### src/rtl/irqc_pkg.sv
`timescale 1ns/1ps
package irqc_pkg;
    localparam int NLINES   = 8;
    localparam int LVL_W    = 4;
    localparam int BASE_LVL = (1 << LVL_W) - NLINES;
    localparam int CFG_W    = 2 * NLINES;
    localparam int SYNC_STG = 2;

    typedef enum logic [1:0] {
        TRIG_HIGH = 2'b00,
        TRIG_LOW  = 2'b01,
        TRIG_RISE = 2'b10,
        TRIG_FALL = 2'b11
    } trig_e;

    typedef enum logic [1:0] {
        SEL_MODE  = 2'b00,
        SEL_TRIG  = 2'b01,
        SEL_CLEAR = 2'b10,
        SEL_NONE  = 2'b11
    } wsel_e;

    typedef struct packed {
        logic [NLINES-1:0] hit;
        logic [NLINES-1:0] edge_mode;
    } qual_t;

    // Highest set request wins; none pending gives zero.
    function automatic logic [LVL_W-1:0] pick_level(input logic [NLINES-1:0] req);
        logic [LVL_W-1:0] lv;
        lv = '0;
        for (int i = 0; i < NLINES; i++) begin
            if (req[i]) lv = LVL_W'(BASE_LVL + i);
        end
        return lv;
    endfunction
endpackage

### src/rtl/irqc_sync.sv
`timescale 1ns/1ps
module irqc_sync #(
    parameter int W      = 8,
    parameter int STAGES = 2
) (
    input  logic         clk,
    input  logic         rst,
    input  logic [W-1:0] din,
    output logic [W-1:0] cur,
    output logic [W-1:0] prev
);
    localparam int DEPTH = STAGES + 1;
    logic [W-1:0] pipe [DEPTH];

    always_ff @(posedge clk) begin
        if (rst) begin
            for (int k = 0; k < DEPTH; k++) pipe[k] <= '0;
        end else begin
            pipe[0] <= din;
            for (int k = 1; k < DEPTH; k++) pipe[k] <= pipe[k-1];
        end
    end

    assign cur  = pipe[STAGES-1];
    assign prev = pipe[STAGES];
endmodule

### src/rtl/irqc_qualify.sv
`timescale 1ns/1ps
module irqc_qualify
    import irqc_pkg::*;
(
    input  logic [NLINES-1:0] cur,
    input  logic [NLINES-1:0] prev,
    input  logic [CFG_W-1:0]  cfg,
    output qual_t             q
);
    for (genvar i = 0; i < NLINES; i++) begin : g_line
        trig_e t;
        logic  h;
        assign t = trig_e'(cfg[2*i +: 2]);
        always_comb begin
            unique case (t)
                TRIG_HIGH: h = cur[i];
                TRIG_LOW:  h = ~cur[i];
                TRIG_RISE: h = cur[i] & ~prev[i];
                TRIG_FALL: h = ~cur[i] & prev[i];
                default:   h = 1'b0;
            endcase
        end
        assign q.hit[i]       = h;
        assign q.edge_mode[i] = (t == TRIG_RISE) || (t == TRIG_FALL);
    end
endmodule

### src/rtl/irqc_sense.sv
`timescale 1ns/1ps
module irqc_sense
    import irqc_pkg::*;
(
    input  logic              clk,
    input  logic              rst,
    input  qual_t             q,
    input  logic              clr_vld,
    input  logic [NLINES-1:0] clr_mask,
    output logic [NLINES-1:0] sense
);
    logic [NLINES-1:0] clr_eff;
    logic [NLINES-1:0] nxt;

    assign clr_eff = clr_vld ? clr_mask : '0;

    // New events take precedence over a clear on the same edge.
    for (genvar i = 0; i < NLINES; i++) begin : g_bit
        assign nxt[i] = q.edge_mode[i] ? ((sense[i] & ~clr_eff[i]) | q.hit[i])
                                       : q.hit[i];
    end

    always_ff @(posedge clk) begin
        if (rst) sense <= '0;
        else     sense <= nxt;
    end
endmodule

### src/rtl/irqc_lvl_filter.sv
`timescale 1ns/1ps
module irqc_lvl_filter
    import irqc_pkg::*;
(
    input  logic             clk,
    input  logic             rst,
    input  logic [LVL_W-1:0] cur,
    input  logic [LVL_W-1:0] prev,
    output logic [LVL_W-1:0] lvl
);
    always_ff @(posedge clk) begin
        if (rst)              lvl <= '0;
        else if (cur == prev) lvl <= cur;
    end
endmodule

### src/rtl/irq_level_ctrl.sv
`timescale 1ns/1ps
module irq_level_ctrl
    import irqc_pkg::*;
(
    input  logic              clk,
    input  logic              rst,
    input  logic [NLINES-1:0] irq_pins,
    input  logic              wr_en,
    input  logic [1:0]        wr_sel,
    input  logic [CFG_W-1:0]  wr_data,
    output logic [LVL_W-1:0]  level_out
);
    logic [1:0]        mode_q;
    logic [CFG_W-1:0]  cfg_q;
    logic [NLINES-1:0] sync_cur;
    logic [NLINES-1:0] sync_prev;
    qual_t             qual;
    logic [NLINES-1:0] sense_q;
    logic [LVL_W-1:0]  filt_lvl;
    logic              clr_vld;
    logic [NLINES-1:0] clr_mask;
    logic              ctl_en;
    wsel_e             sel;

    assign sel      = wsel_e'(wr_sel);
    assign clr_vld  = wr_en && (sel == SEL_CLEAR);
    assign clr_mask = wr_data[NLINES-1:0];
    assign ctl_en   = |mode_q;

    always_ff @(posedge clk) begin
        if (rst) begin
            mode_q <= '0;
            cfg_q  <= '0;
        end else if (wr_en) begin
            case (sel)
                SEL_MODE: mode_q <= wr_data[1:0];
                SEL_TRIG: cfg_q  <= wr_data;
                default:  ;
            endcase
        end
    end

    irqc_sync #(.W(NLINES), .STAGES(SYNC_STG)) u_sync (
        .clk  (clk),
        .rst  (rst),
        .din  (irq_pins),
        .cur  (sync_cur),
        .prev (sync_prev)
    );

    irqc_qualify u_qual (
        .cur  (sync_cur),
        .prev (sync_prev),
        .cfg  (cfg_q),
        .q    (qual)
    );

    irqc_sense u_sense (
        .clk      (clk),
        .rst      (rst),
        .q        (qual),
        .clr_vld  (clr_vld),
        .clr_mask (clr_mask),
        .sense    (sense_q)
    );

    irqc_lvl_filter u_filt (
        .clk  (clk),
        .rst  (rst),
        .cur  (sync_cur[NLINES-1 -: LVL_W]),
        .prev (sync_prev[NLINES-1 -: LVL_W]),
        .lvl  (filt_lvl)
    );

    assign level_out = ctl_en ? pick_level(sense_q) : filt_lvl;
endmodule

### config.mk
export PLATFORM = sky130hd
export DESIGN_NAME = irq_level_ctrl
export DESIGN_NICKNAME = d
export VERILOG_FILES = /design/src/rtl/irqc_pkg.sv /design/src/rtl/irqc_sync.sv /design/src/rtl/irqc_qualify.sv /design/src/rtl/irqc_sense.sv /design/src/rtl/irqc_lvl_filter.sv /design/src/rtl/irq_level_ctrl.sv
export SDC_FILE = /design/constraint.sdc
export NUM_CORES = 1
export LEC_CHECK = 0
export BUFFER_PORTS_ARGS = -buffer_cell sky130_fd_sc_hd__buf_2
export CAP_MARGIN = 40
export CORE_MARGIN = 2
export CORE_UTILIZATION = 55
export DETAILED_ROUTE_END_ITERATION = 8
export PLACE_DENSITY = 0.83
export SYNTH_ARGS = -nofsm -noshare
export SYNTH_HDL_FRONTEND = slang
export SYNTH_SLANG_ARGS = --single-unit
### constraint.sdc
create_clock -name clk -period 1.91 [get_ports clk]
set_clock_uncertainty 0.15 [all_clocks]
set_input_delay 0.2865 -clock clk [delete_from_list [all_inputs] [get_ports clk]]
set_output_delay 0.2865 -clock clk [all_outputs]
set_load 0.01 [all_outputs]
**Word level (Yosys, flattened, before mapping)**

Memories as Yosys holds them, arrays and structs flattened.
Index checks and enable logic that the tools add are counted.

- Register bits after elaboration: 30
- Input bits: 29
- Logic and storage cells: 144
- Output and inout bits: 4
- Memories kept: 1
- Memory bits (writable): 24

Memory list:

| memory | words | width | read ports | clocked after memory_dff | write ports | RTL line | text |
|---|---|---|---|---|---|---|---|
| u_sync.pipe | 3 | 8 | 3 | 0 | 3 | irqc_sync.sv:13 | `logic [W-1:0] pipe [DEPTH];` |

- Reductions and logical operators: 21
- Bitwise operators: 59
- Multiplexer cells: 32
- Equal/unequal tests: 27

Operator list:

| kind | number |
|---|---|
| $mux 4 | 9 |
| $eq 2x2->1 const B | 17 |
| $mux 8 | 4 |
| $pmux 1 s4 | 8 |
| $and 1x1->1 | 24 |
| $not 1->1 | 24 |
| $eq 2x1->1 const B | 9 |
| $logic_not 2->1 | 9 |
| $mux 1 | 11 |
| $or 1x1->1 | 11 |
| $logic_or 1x1->1 | 8 |
| $eq 4x4->1 | 1 |
| $reduce_and 2->1 | 2 |
| $reduce_or 2->1 | 1 |
| $logic_and 1x1->1 | 1 |

**Logic depth before layout (Yosys ltp)**

Gate-level depths: netlist of the first run.

- Depth after elaboration: 9
- Gate-level depth with buffers: 5
- Gate-level depth less buffers: 5

**Modules after synthesis**

Synthesis of the first run repeated with hierarchy kept, for this count alone.

- Cells, all modules: 267
- Area, all modules: 2498.6 µm²

By module, submodules not included:

| module | cells each | seq. area each (µm²) | instances | area an instance (µm²) |
|---|---|---|---|---|
| irq_level_ctrl | 99 | 360.3 | 1 | 820.8 |
| irqc_sync | 66 | 480.5 | 1 | 813.3 |
| irqc_qualify | 47 | 0.0 | 1 | 357.8 |
| irqc_sense | 34 | 160.2 | 1 | 279.0 |
| irqc_lvl_filter | 21 | 80.1 | 1 | 227.7 |

**Least setup slack after synthesis of the first run**

Ideal clock, no wire load.

- Kind: register to output
- From: register mode_q[0]
- To: output port level_out[0]
- Setup slack: 468 ps
- Cell stages (with the launch flop): 4
- Data arrival time: 1005 ps
- Path buffers: 1
- Required time: 1474 ps
- Cell sequence: dfxtp_1 -> or2_2 -> clkbuf_1 -> a31oi_1

- Longest elaborated chain between the ends: 2

Ends and longest elaborated chain:

| element | RTL line | text |
|---|---|---|
| from (decl) | irq_level_ctrl.sv:13 | `logic [1:0] mode_q;` |
| from (signal assigned) | irq_level_ctrl.sv:36 | `SEL_MODE: mode_q <= wr_data[1:0];` |
| $reduce_or 2->1 | irq_level_ctrl.sv:28 | `assign ctl_en = \|mode_q;` |
| $mux 4 | irq_level_ctrl.sv:75 | `assign level_out = ctl_en ? pick_level(sense_q) : filt_lvl;` |
| to (decl) | irq_level_ctrl.sv:11 | `output logic [LVL_W-1:0] level_out` |

No other way between the ends.

**Worst setup path after layout of the first run**

- From: register u_sense.sense[5]
- To: output port level_out[0]

- Longest elaborated chain between the ends: 4

Ends and longest elaborated chain:

| element | RTL line | text |
|---|---|---|
| from (decl) | irqc_sense.sv:10 | `output logic [NLINES-1:0] sense` |
| from (signal assigned) | irqc_sense.sv:25 | `else sense <= nxt;` |
| $mux 4 (3 in a row) | irqc_pkg.sv:33 | `if (req[i]) lv = LVL_W'(BASE_LVL + i);` |
| $mux 4 | irq_level_ctrl.sv:75 |  |

No other way between the ends.

==> impl.org, run 1 <==
** Place
- The placed instances occupy a cell area of 2350 um2.
- Count of buffers inserted at the top-level ports :: 32
- Number of cells in the design after placement :: 312
- The HPWL after detailed placement is 2880 um.
- At the end of routability-driven placement, the weighted congestion stood at 0.840.

** Global route
- The first global-routing pass estimated 6890 um of wire.
- Across every metal layer, demand over resource in global routing totals 21.2%.
- Entering global routing, the biggest net connects 30 pins.
- Global routing finished with a remaining overflow of 0.
- The number of global-route vias before repair is 1541.
- Antenna violations before repair :: 0

** Clocking
- In this run the clock root is driven by a sky130_fd_sc_hd__clkbuf_8.
- Clock-pin slew on the worst setup and hold paths :: 90 ps
- Post-CTS Setup Inserts :: 0
- The number of clock buffers added by TritonCTS is 5.
- The longest clock path from root to sink contains 2 buffers.
- In this run the number of H-tree levels came out at 2.
- Number of resized instances in the post-cts repair step :: 0
- Clk sinks :: 54
- CTS hold repair buffers :: 0
- CTS tree :: built
- Source-to-sink clock delay at the later pin of the worst-skew pair :: 310 ps

** Worst setup path
- Reg-to-reg critical path endpoint :: u_filt.lvl[2]$_SDFFE_PP0N_
- STA classifies the critical path endpoint as an output pin.
- The worst setup path is launched from a register.
- Of all nets on the critical path, the largest fanout is 5.
- Worst Path Class, Setup :: reg -> out
- Depth of the worst register-to-register path :: 5
- Minimum setup slack among reg-to-reg paths :: 310 ps
- End point of the critical path :: level_out[0]
- Critical path data required time :: 1470 ps
- Start point of the critical path :: u_sense.sense[5]$_SDFF_PP0_
- Worst reg2reg startpoint :: u_sync.pipe[0][14]$_SDFF_PP0_
- Data on the critical path arrives at its endpoint at 1380 ps.

** Final layout
- Non-Filler Instances :: 320
- Count of nets after finishing :: 308
- Compared with the post-synthesis result, the final layout area differs by 13.7%.
- The repair_antennas step left the layout with diodes totalling 0.
- Final cell area excluding filler cells :: 2450 um2
- Layout cell share with drive strength beyond 1 :: 16.2%

** Power
- Net switching power :: 0.486 mW
- Max IR drop VDD :: 0.653 mV
- Internal power comes to 1.55 mW.
- The share of total power dissipated in combinational logic is 9.3%.
- Flop pwr share :: 59.0%
- Power per standard cell area :: 833 nW/um2
- Of the total power, the share spent switching nets is 23.8%.
- Power after layout :: 2.04 mW
- Part of the total power dissipated in the clock network :: 31.8%
- Leakage dissipation :: 0.994 nW

** Hold path
- Worst hold path type :: in -> reg
- Hold Path Cell Cnt :: 2

** Synth
- Most used DFF post-synth :: sky130_fd_sc_hd__dfxtp_1
- Share of synthesized area occupied by flip-flops and latches :: 50.3%
- Async S/R FF share, synth :: 0%
- Cell with the most instances after synthesis :: sky130_fd_sc_hd__dfxtp_1
- Warnings from Yosys :: 0
- sky130_fd_sc_hd__dfxtp_1 takes more of the synthesized area than any other cell.
- Most frequent cells after synthesis :: sky130_fd_sc_hd__dfxtp_1, sky130_fd_sc_hd__nand2_1, sky130_fd_sc_hd__nor2_1
- Synthesis inferred 54 register bits.
- Post-synthesis area per instance :: 8.96 um2
- In this run the cell area of the synthesized design comes to 2150 um2.
- Top area cells in the synthesized netlist :: sky130_fd_sc_hd__dfxtp_1, sky130_fd_sc_hd__nand2_1, sky130_fd_sc_hd__nor2b_1
- Summed over its instances, the top area cell type makes up 50.3% of the synthesized netlist area.
- Number of nets in the synthesized netlist :: 277
- Synthesis produced a netlist whose cell count is 240.
- In this run, synthesis inferred 0 flip-flops with an integrated enable.
- In this run, distinct cell masters in the synthesized netlist total 26.

** Floorplanning
- Row cnt :: 22
- In this run the horizontal extent of the chip is 66.5 um.
- Die Outline Area :: 4430 um2
- Y dimension of the die :: 66.5 um
- For this design the top-level I/O count stands at 33.
- After floorplanning, the core was sized to cover 3720 um2.
- For this configuration, the core starts out at a cell density of 57.9%.

** Route
- Number of DRC markers after the initial detailed-route iteration :: 65
- After detailed routing, the number of remaining DRC violations is 0.
- Pre-Repair DR Iteration Count :: 4
- After detailed routing, the average wire length per cell comes to 12.5 um.
- The routed layout has 1631 vias.
- Using the TritonRoute via totals, the vias-per-cell ratio works out to 5.10.
- Final wirelength :: 3990 um
- The detail route stage leaves a number of antenna-violating nets equal to 0.

** STA
- For the pin with the worst max-slew slack, the measured transition is 489 ps.
- The final count of hold timing violations is 0.
- Number of max-slew violations in the final report :: 0
- Setup repair after global routing left no endpoint under its margin.
- The worst pin sits at a relative slew slack of 67.4%.
- Setup violations remaining at the end of the flow were counted as 0.
- The clock period could shrink to 1810 ps.
- Maximum achievable frequency :: 0.552 GHz
- Final cycle utilization of the critical path :: 94.9%
- Summed over all failing endpoints, the final setup total negative slack is 0 ps.

** Flow run
- Max-cap violations in this run came to 0.

** Run status
- The flow ran to the end, and the final reports show no timing, DRC or antenna violations.
==> metal layers <==
layer  GRT usage, %  part of all wire, %
met4           6.89                  1.3
met3           6.59                  5.5
met1           26.0                   48
met5              0                    0
met2           35.3                   45
==> state kept, by name, summed over array words and instances (netlist names) <==
name           flops
u_sense.sense      8
cfg_q             16
u_sync.pipe       24
mode_q             2
u_filt.lvl         4
==> power by group through the flow <==
stage          sequential (mW)  combinational [mW]  clock (mW)
5_1_grt                   1.21               0.214       0.724
2_1_floorplan             1.22               0.126           0
4_1_cts                   1.20               0.191       0.665
6_report                  1.20               0.189       0.648
3_3_place_gp              1.23               0.185           0
3_5_place_dp              1.23               0.190           0
==> cell type report <==
type | instances | area [um2]
fill | 330 | 1270
sequential | 54 | 1080
multi-input combinational | 158 | 955
timing repair buffer | 34 | 188
clock buffer | 6 | 82.6
inverter | 18 | 67.6
tap | 48 | 60.1
clock inverter | 2 | 12.5
==> cell families (layout without fill, tap and decap cells) <==
logic type                 after synthesis  count (layout)  share of synthesized area (%)
AOI/OAI and AO/OA                       38              38                           10.6
xor gates and xnor gates                 4               4                           1.63
adders and majority gates                8               8                           4.65
DFF                                     54              54                           50.3
buffers and inverters                   28              60                           5.35
muxes                                   10              10                           4.65
and+or+nand+nor                         98              98                           22.8
==> stage by stage <==
step	worst slack [ps]	utilization, %	hold WS, ps
after floorplan	468	-	264
after global placement	373	63.3	268
after detailed placement	331	63.3	275
after CTS	91.1	65.8	19.4
after global routing	13.3	65.8	21.3
final	97.2	65.8	27.8
==> layout by cell type, fill, tap and decap left out <==
| cell type | instances |
|---|---|
| sky130_fd_sc_hd__nor2b_1 | 20 |
| sky130_fd_sc_hd__buf_12 | 1 |
| sky130_fd_sc_hd__xor2_1 | 4 |
| sky130_fd_sc_hd__nand2b_1 | 5 |
| sky130_fd_sc_hd__buf_2 | 32 |
| sky130_fd_sc_hd__buf_4 | 1 |
| sky130_fd_sc_hd__or2_2 | 1 |
| sky130_fd_sc_hd__and3b_1 | 1 |
| sky130_fd_sc_hd__nand3b_2 | 1 |
| sky130_fd_sc_hd__nor4_1 | 2 |
| sky130_fd_sc_hd__o211ai_1 | 4 |
| sky130_fd_sc_hd__a31oi_1 | 7 |
| sky130_fd_sc_hd__dfxtp_1 | 54 |
| sky130_fd_sc_hd__ha_1 | 8 |
| sky130_fd_sc_hd__clkinv_2 | 1 |
| sky130_fd_sc_hd__nor3b_1 | 1 |
| sky130_fd_sc_hd__nand2_1 | 36 |
| sky130_fd_sc_hd__a221o_1 | 1 |
| sky130_fd_sc_hd__a21oi_1 | 17 |
| sky130_fd_sc_hd__nand3b_1 | 9 |
| sky130_fd_sc_hd__mux2i_1 | 10 |
| sky130_fd_sc_hd__nand4_1 | 1 |
| sky130_fd_sc_hd__a311oi_1 | 4 |
| sky130_fd_sc_hd__inv_1 | 18 |
| sky130_fd_sc_hd__clkinvlp_4 | 1 |
| sky130_fd_sc_hd__nor2_1 | 21 |
| sky130_fd_sc_hd__clkbuf_8 | 6 |
| sky130_fd_sc_hd__o21ai_0 | 5 |
==> how the worst min path moves through the flow <==
stage	startpoint	to
3_3_place_gp	u_sync.pipe[0][3]$_SDFF_PP0_	u_sync.pipe[0][11]$_SDFF_PP0_
6_report	irq_pins[0]	u_sync.pipe[0][0]$_SDFF_PP0_
2_1_floorplan	u_sync.pipe[0][2]$_SDFF_PP0_	u_sync.pipe[0][10]$_SDFF_PP0_
4_1_cts	irq_pins[0]	u_sync.pipe[0][0]$_SDFF_PP0_
5_1_grt	irq_pins[0]	u_sync.pipe[0][0]$_SDFF_PP0_
3_5_place_dp	u_sync.pipe[0][2]$_SDFF_PP0_	u_sync.pipe[0][10]$_SDFF_PP0_
==> worst max-delay path: stages (launching register included) <==
cell	delay, ps
sky130_fd_sc_hd__dfxtp_1	400
sky130_fd_sc_hd__nor2_1	60
sky130_fd_sc_hd__a221o_1	310
sky130_fd_sc_hd__a31oi_1	150
sky130_fd_sc_hd__buf_2	150
(Power assumes the default switching activity.)
==> run 2, diff against run 1 <==
- CORE_UTILIZATION: 55 -> 57
- PLACE_DENSITY: 0.83 -> unset
- PLACE_DENSITY_LB_ADDON: unset -> 0.3
- SYNTH_HIERARCHICAL: unset -> 1
- TNS_END_PERCENT: unset -> 100
==> impl.org, run 2 <==
** Run status
- Result of the run :: complete, no violations

** Final layout
- The number of flip-flops in the largest register was 24 (unchanged).
- Count of nets after finishing :: 299 (-2.9%)
- Count of filler cells inserted in the layout :: 381 (+15%)
- The layout cell share with drive strength beyond 1 came to 30.4% (+14 points).
- Area growth from synthesis to layout :: 4.16%
- Number of inserted diodes :: 0 (unchanged)
- Largest registers ranked by flip-flop count :: u_sync/pipe: 24 flops, cfg_q: 16 flops, u_sense/sense: 8 flops
- Commonest cells after routing, fill and taps aside :: sky130_fd_sc_hd__dfxtp_1, sky130_fd_sc_hd__nand2_1, sky130_fd_sc_hd__buf_2
- Final cell area excluding filler cells :: 2600 um2 (+6.4%)
- The library cell used most frequently in the layout, excluding fill and tap cells, is sky130_fd_sc_hd__dfxtp_1.
- More flip-flops sit in one register than any other, and that register is u_sync/pipe.

** Route
- DRC violation count after routing :: 0 (unchanged)
- DRT antenna net count :: 0 (unchanged)
- Number of DRC markers after the initial detailed-route iteration :: 98 (+51%)
- Final wirelength :: 3920 um (-1.8%)
- The total number of vias was 1633 (+0.12%).
- WL per Instance :: 12.2 um (-2.4%)
- The mean number of vias per cell is 5.07 (-0.50%).
- Pre-Repair DR Iteration Count :: 4 (unchanged)

** Worst setup path
- STA classifies the critical path endpoint as an output pin.
- Worst Path Class, Setup :: reg -> out
- STA classifies the critical path startpoint as a register.
- Arrival time of data at the critical path endpoint :: 1390 ps (about the same)
- Largest fanout of any net on the critical path :: 5 (unchanged)
- Critical path data required time :: 1470 ps (about the same)

** Global route
- The total grt overflow was 0 (unchanged).
- The first-pass GRT wire length was 6760 um (-1.9%).
- Number of global-route vias before repair :: 1501 (-2.6%)
- The pin count of the biggest net entering global routing came to 30 (unchanged).
- The initial antenna violation count came to 0 (unchanged).
- GRT Util Overall :: 17.3% (-3.9 points)

** Clocking
- Cell chosen for the clock root :: sky130_fd_sc_hd__clkbuf_8
- Max Buffers Root-to-Sink :: 2 (unchanged)
- Source-to-sink clock delay at the later pin of the worst-skew pair :: 310 ps (about the same)
- Number of resized instances in the post-cts repair step :: 0 (unchanged)
- The number of CTS-inserted buffers is 5 (unchanged).
- Post-CTS Setup Inserts :: 0 (unchanged)
- Clk sinks :: 54 (unchanged)
- Clock-pin slew on the worst setup and hold paths :: 90 ps (about the same)
- H-tree lvl count :: 2 (unchanged)
- CTS hold repair buffers :: 0 (unchanged)
- TritonCTS built the clock tree.

** Synth
- The fraction of post-synthesis cell area in the top cell type by area is 43.3% (-7.0 points).
- The async set-reset flop share out of synthesis came to 0% (unchanged).
- Count of flip-flops with a built-in enable after synthesis :: 0 (unchanged)
- Yosys reg bits :: 54 (unchanged)
- The synthesized netlist net count was 296 (+6.9%).
- Counting instances in the post-synthesis netlist gives the leading cell types as sky130_fd_sc_hd__dfxtp_1, sky130_fd_sc_hd__nand2_1, sky130_fd_sc_hd__buf_4.
- Cell with the most instances after synthesis :: sky130_fd_sc_hd__dfxtp_1
- By area the synthesized netlist is led by sky130_fd_sc_hd__dfxtp_1, sky130_fd_sc_hd__buf_4, sky130_fd_sc_hd__nand2_1.
- The number of distinct library cells after synthesis was 33 (+27%).
- Post-synthesis area per instance :: 9.36 um2 (+4.4%)
- Warnings from Yosys :: 6 (+6)
- Share of synthesized area occupied by flip-flops and latches :: 43.3% (-7.0 points)
- Cell accounting for the most synthesized area :: sky130_fd_sc_hd__dfxtp_1
- The number of instances in the synthesized netlist was 267 (+11%).
- The netlist area before placement was 2500 um2 (+16%).
- Most used DFF post-synth :: sky130_fd_sc_hd__dfxtp_1

** Place
- Cell area after placement :: 2490 um2 (+5.9%)
- The worst setup slack after placement came to 427 ps (+95.5 ps).
- The total of buffers placed on input and output ports was 32 (unchanged).
- Final HPWL DP :: 2890 um (+0.34%)
- Routability Congestion :: 0.808 (-3.8%)

** STA
- The highest attainable clock frequency was 0.547 GHz (-0.77%).
- The final count of hold timing violations came to 0 (unchanged).
- Final setup violation count :: 0 (unchanged)
- Worst-case hold slack :: 33.2 ps (+5.45 ps)
- Slew at the pin closest to its max-slew limit :: 539 ps (+49.7 ps)
- The max-slew headroom at the worst pin came to 64.1% (-3.3 points).
- Number of max-slew violations in the final report :: 0 (unchanged)
- Setup repair after global routing missed its margin :: no
- Final total negative setup slack :: 0 ps (unchanged)
- Final worst path period need :: 1830 ps (+14.1 ps)
- Final cycle utilization of the critical path :: 95.6% (+0.74 points)
- The final worst-path setup slack is 83.1 ps (-14.1 ps).

** Hold path
- Worst hold path type :: in -> reg

** Power
- Power after layout :: 2.18 mW (+7.1%)
- The leakage power total is 1.06 nW (+7.0%).
- Max IR drop VDD :: 0.573 mV (-12%)
- The areal power density over the cells is 839 nW/um2 (+0.64%).

** Floorplanning
- The standard cell core area is 4290 um2 (+16%).
- DIE WIDTH :: 70.2 um (+5.5%)
- Die Outline Area :: 4930 um2 (+11%)
- Count of boundary I/O pins :: 33 (unchanged)
- The vertical die dimension came to 70.2 um (+5.5%).
- The site row count is 24 (+9.1%).
- The starting density of the core was 58.2% (+0.31 points).

** Flow run
- Max-cap violation count :: 0 (unchanged)
==> run 2: cell count changes in the layout (fill, tap and decap cells not counted), sizes merged, moves of 7 or more <==
cell    previous run  this run
a21bo              0         7
ha                 8         0
inv               18         2
nand2b             5        15
nand3b            10         1
nor2b             20        27
o22ai              0         7
==> run 2: path summary, 6_finish.rpt <==
path	from	slack, ps	to	cells after the start
worst min register to register	u_sync/pipe[0][4]$_SDFF_PP0_	290	u_sync/pipe[0][12]$_SDFF_PP0_	1
worst min-delay path	irq_pins[1]	30	u_sync/pipe[0][1]$_SDFF_PP0_	2
worst max register to register	u_sync/pipe[0][13]$_SDFF_PP0_	480	u_filt/lvl[0]$_SDFFE_PP0N_	3
worst max-delay path	u_sense/sense[5]$_SDFF_PP0_	80	level_out[0]	4
==> run 2: logic make-up after synthesis <==
family	count (synthesis)	synth area share (%)
AND/OR/NAND/NOR	112	25.5
flip-flops	54	43.3
AO/OA/AOI/OAI	45	14.8
buffers and inverters	44	12.0
XOR/XNOR	6	2.10
multiplexers	6	2.40
==> run 2: critical path, cell delays in order, from the launching register on <==
cell	delay, ps
sky130_fd_sc_hd__dfxtp_1	400
sky130_fd_sc_hd__inv_1	60
sky130_fd_sc_hd__a221o_1	330
sky130_fd_sc_hd__a31oi_1	150
sky130_fd_sc_hd__buf_2	140
==> run 2: through the flow <==
stage	utilization, %	cells
after floorplan	-	267
after global placement	58.0	315
after detailed placement	58.0	315
after CTS	60.6	322
after global routing	60.6	322
final	60.6	322
==> run 2: layout make-up <==
class / instances / area (um2) / share of cell area (%)
Clock buffer: 6 / 82.6 / 3.17
Sequential cell: 54 / 1080 / 41.5
Timing Repair Buffer: 38 / 218 / 8.37
Multi-Input combinational cell: 169 / 1120 / 43.0
Clock inverter: 1 / 30.0 / 1.15
Inverter: 2 / 7.51 / 0.288
Tap cell: 52 / 65.1 / 2.50
==> run 2: layer usage <==
metal  vias to the layer above  global-route usage (%)  wire length [um]
li1                        854                       -                 -
met1                       725                    24.4              1940
met2                        47                    25.3              1680
met3                         7                    4.04               224
met4                         0                    7.69                76
met5                         -                       0                 0
==> run 2: report_power, final <==
part	internal, mW	switching (mW)
Sequential	1.17	0.0313
Clock	0.419	0.342
Combinational	0.115	0.107
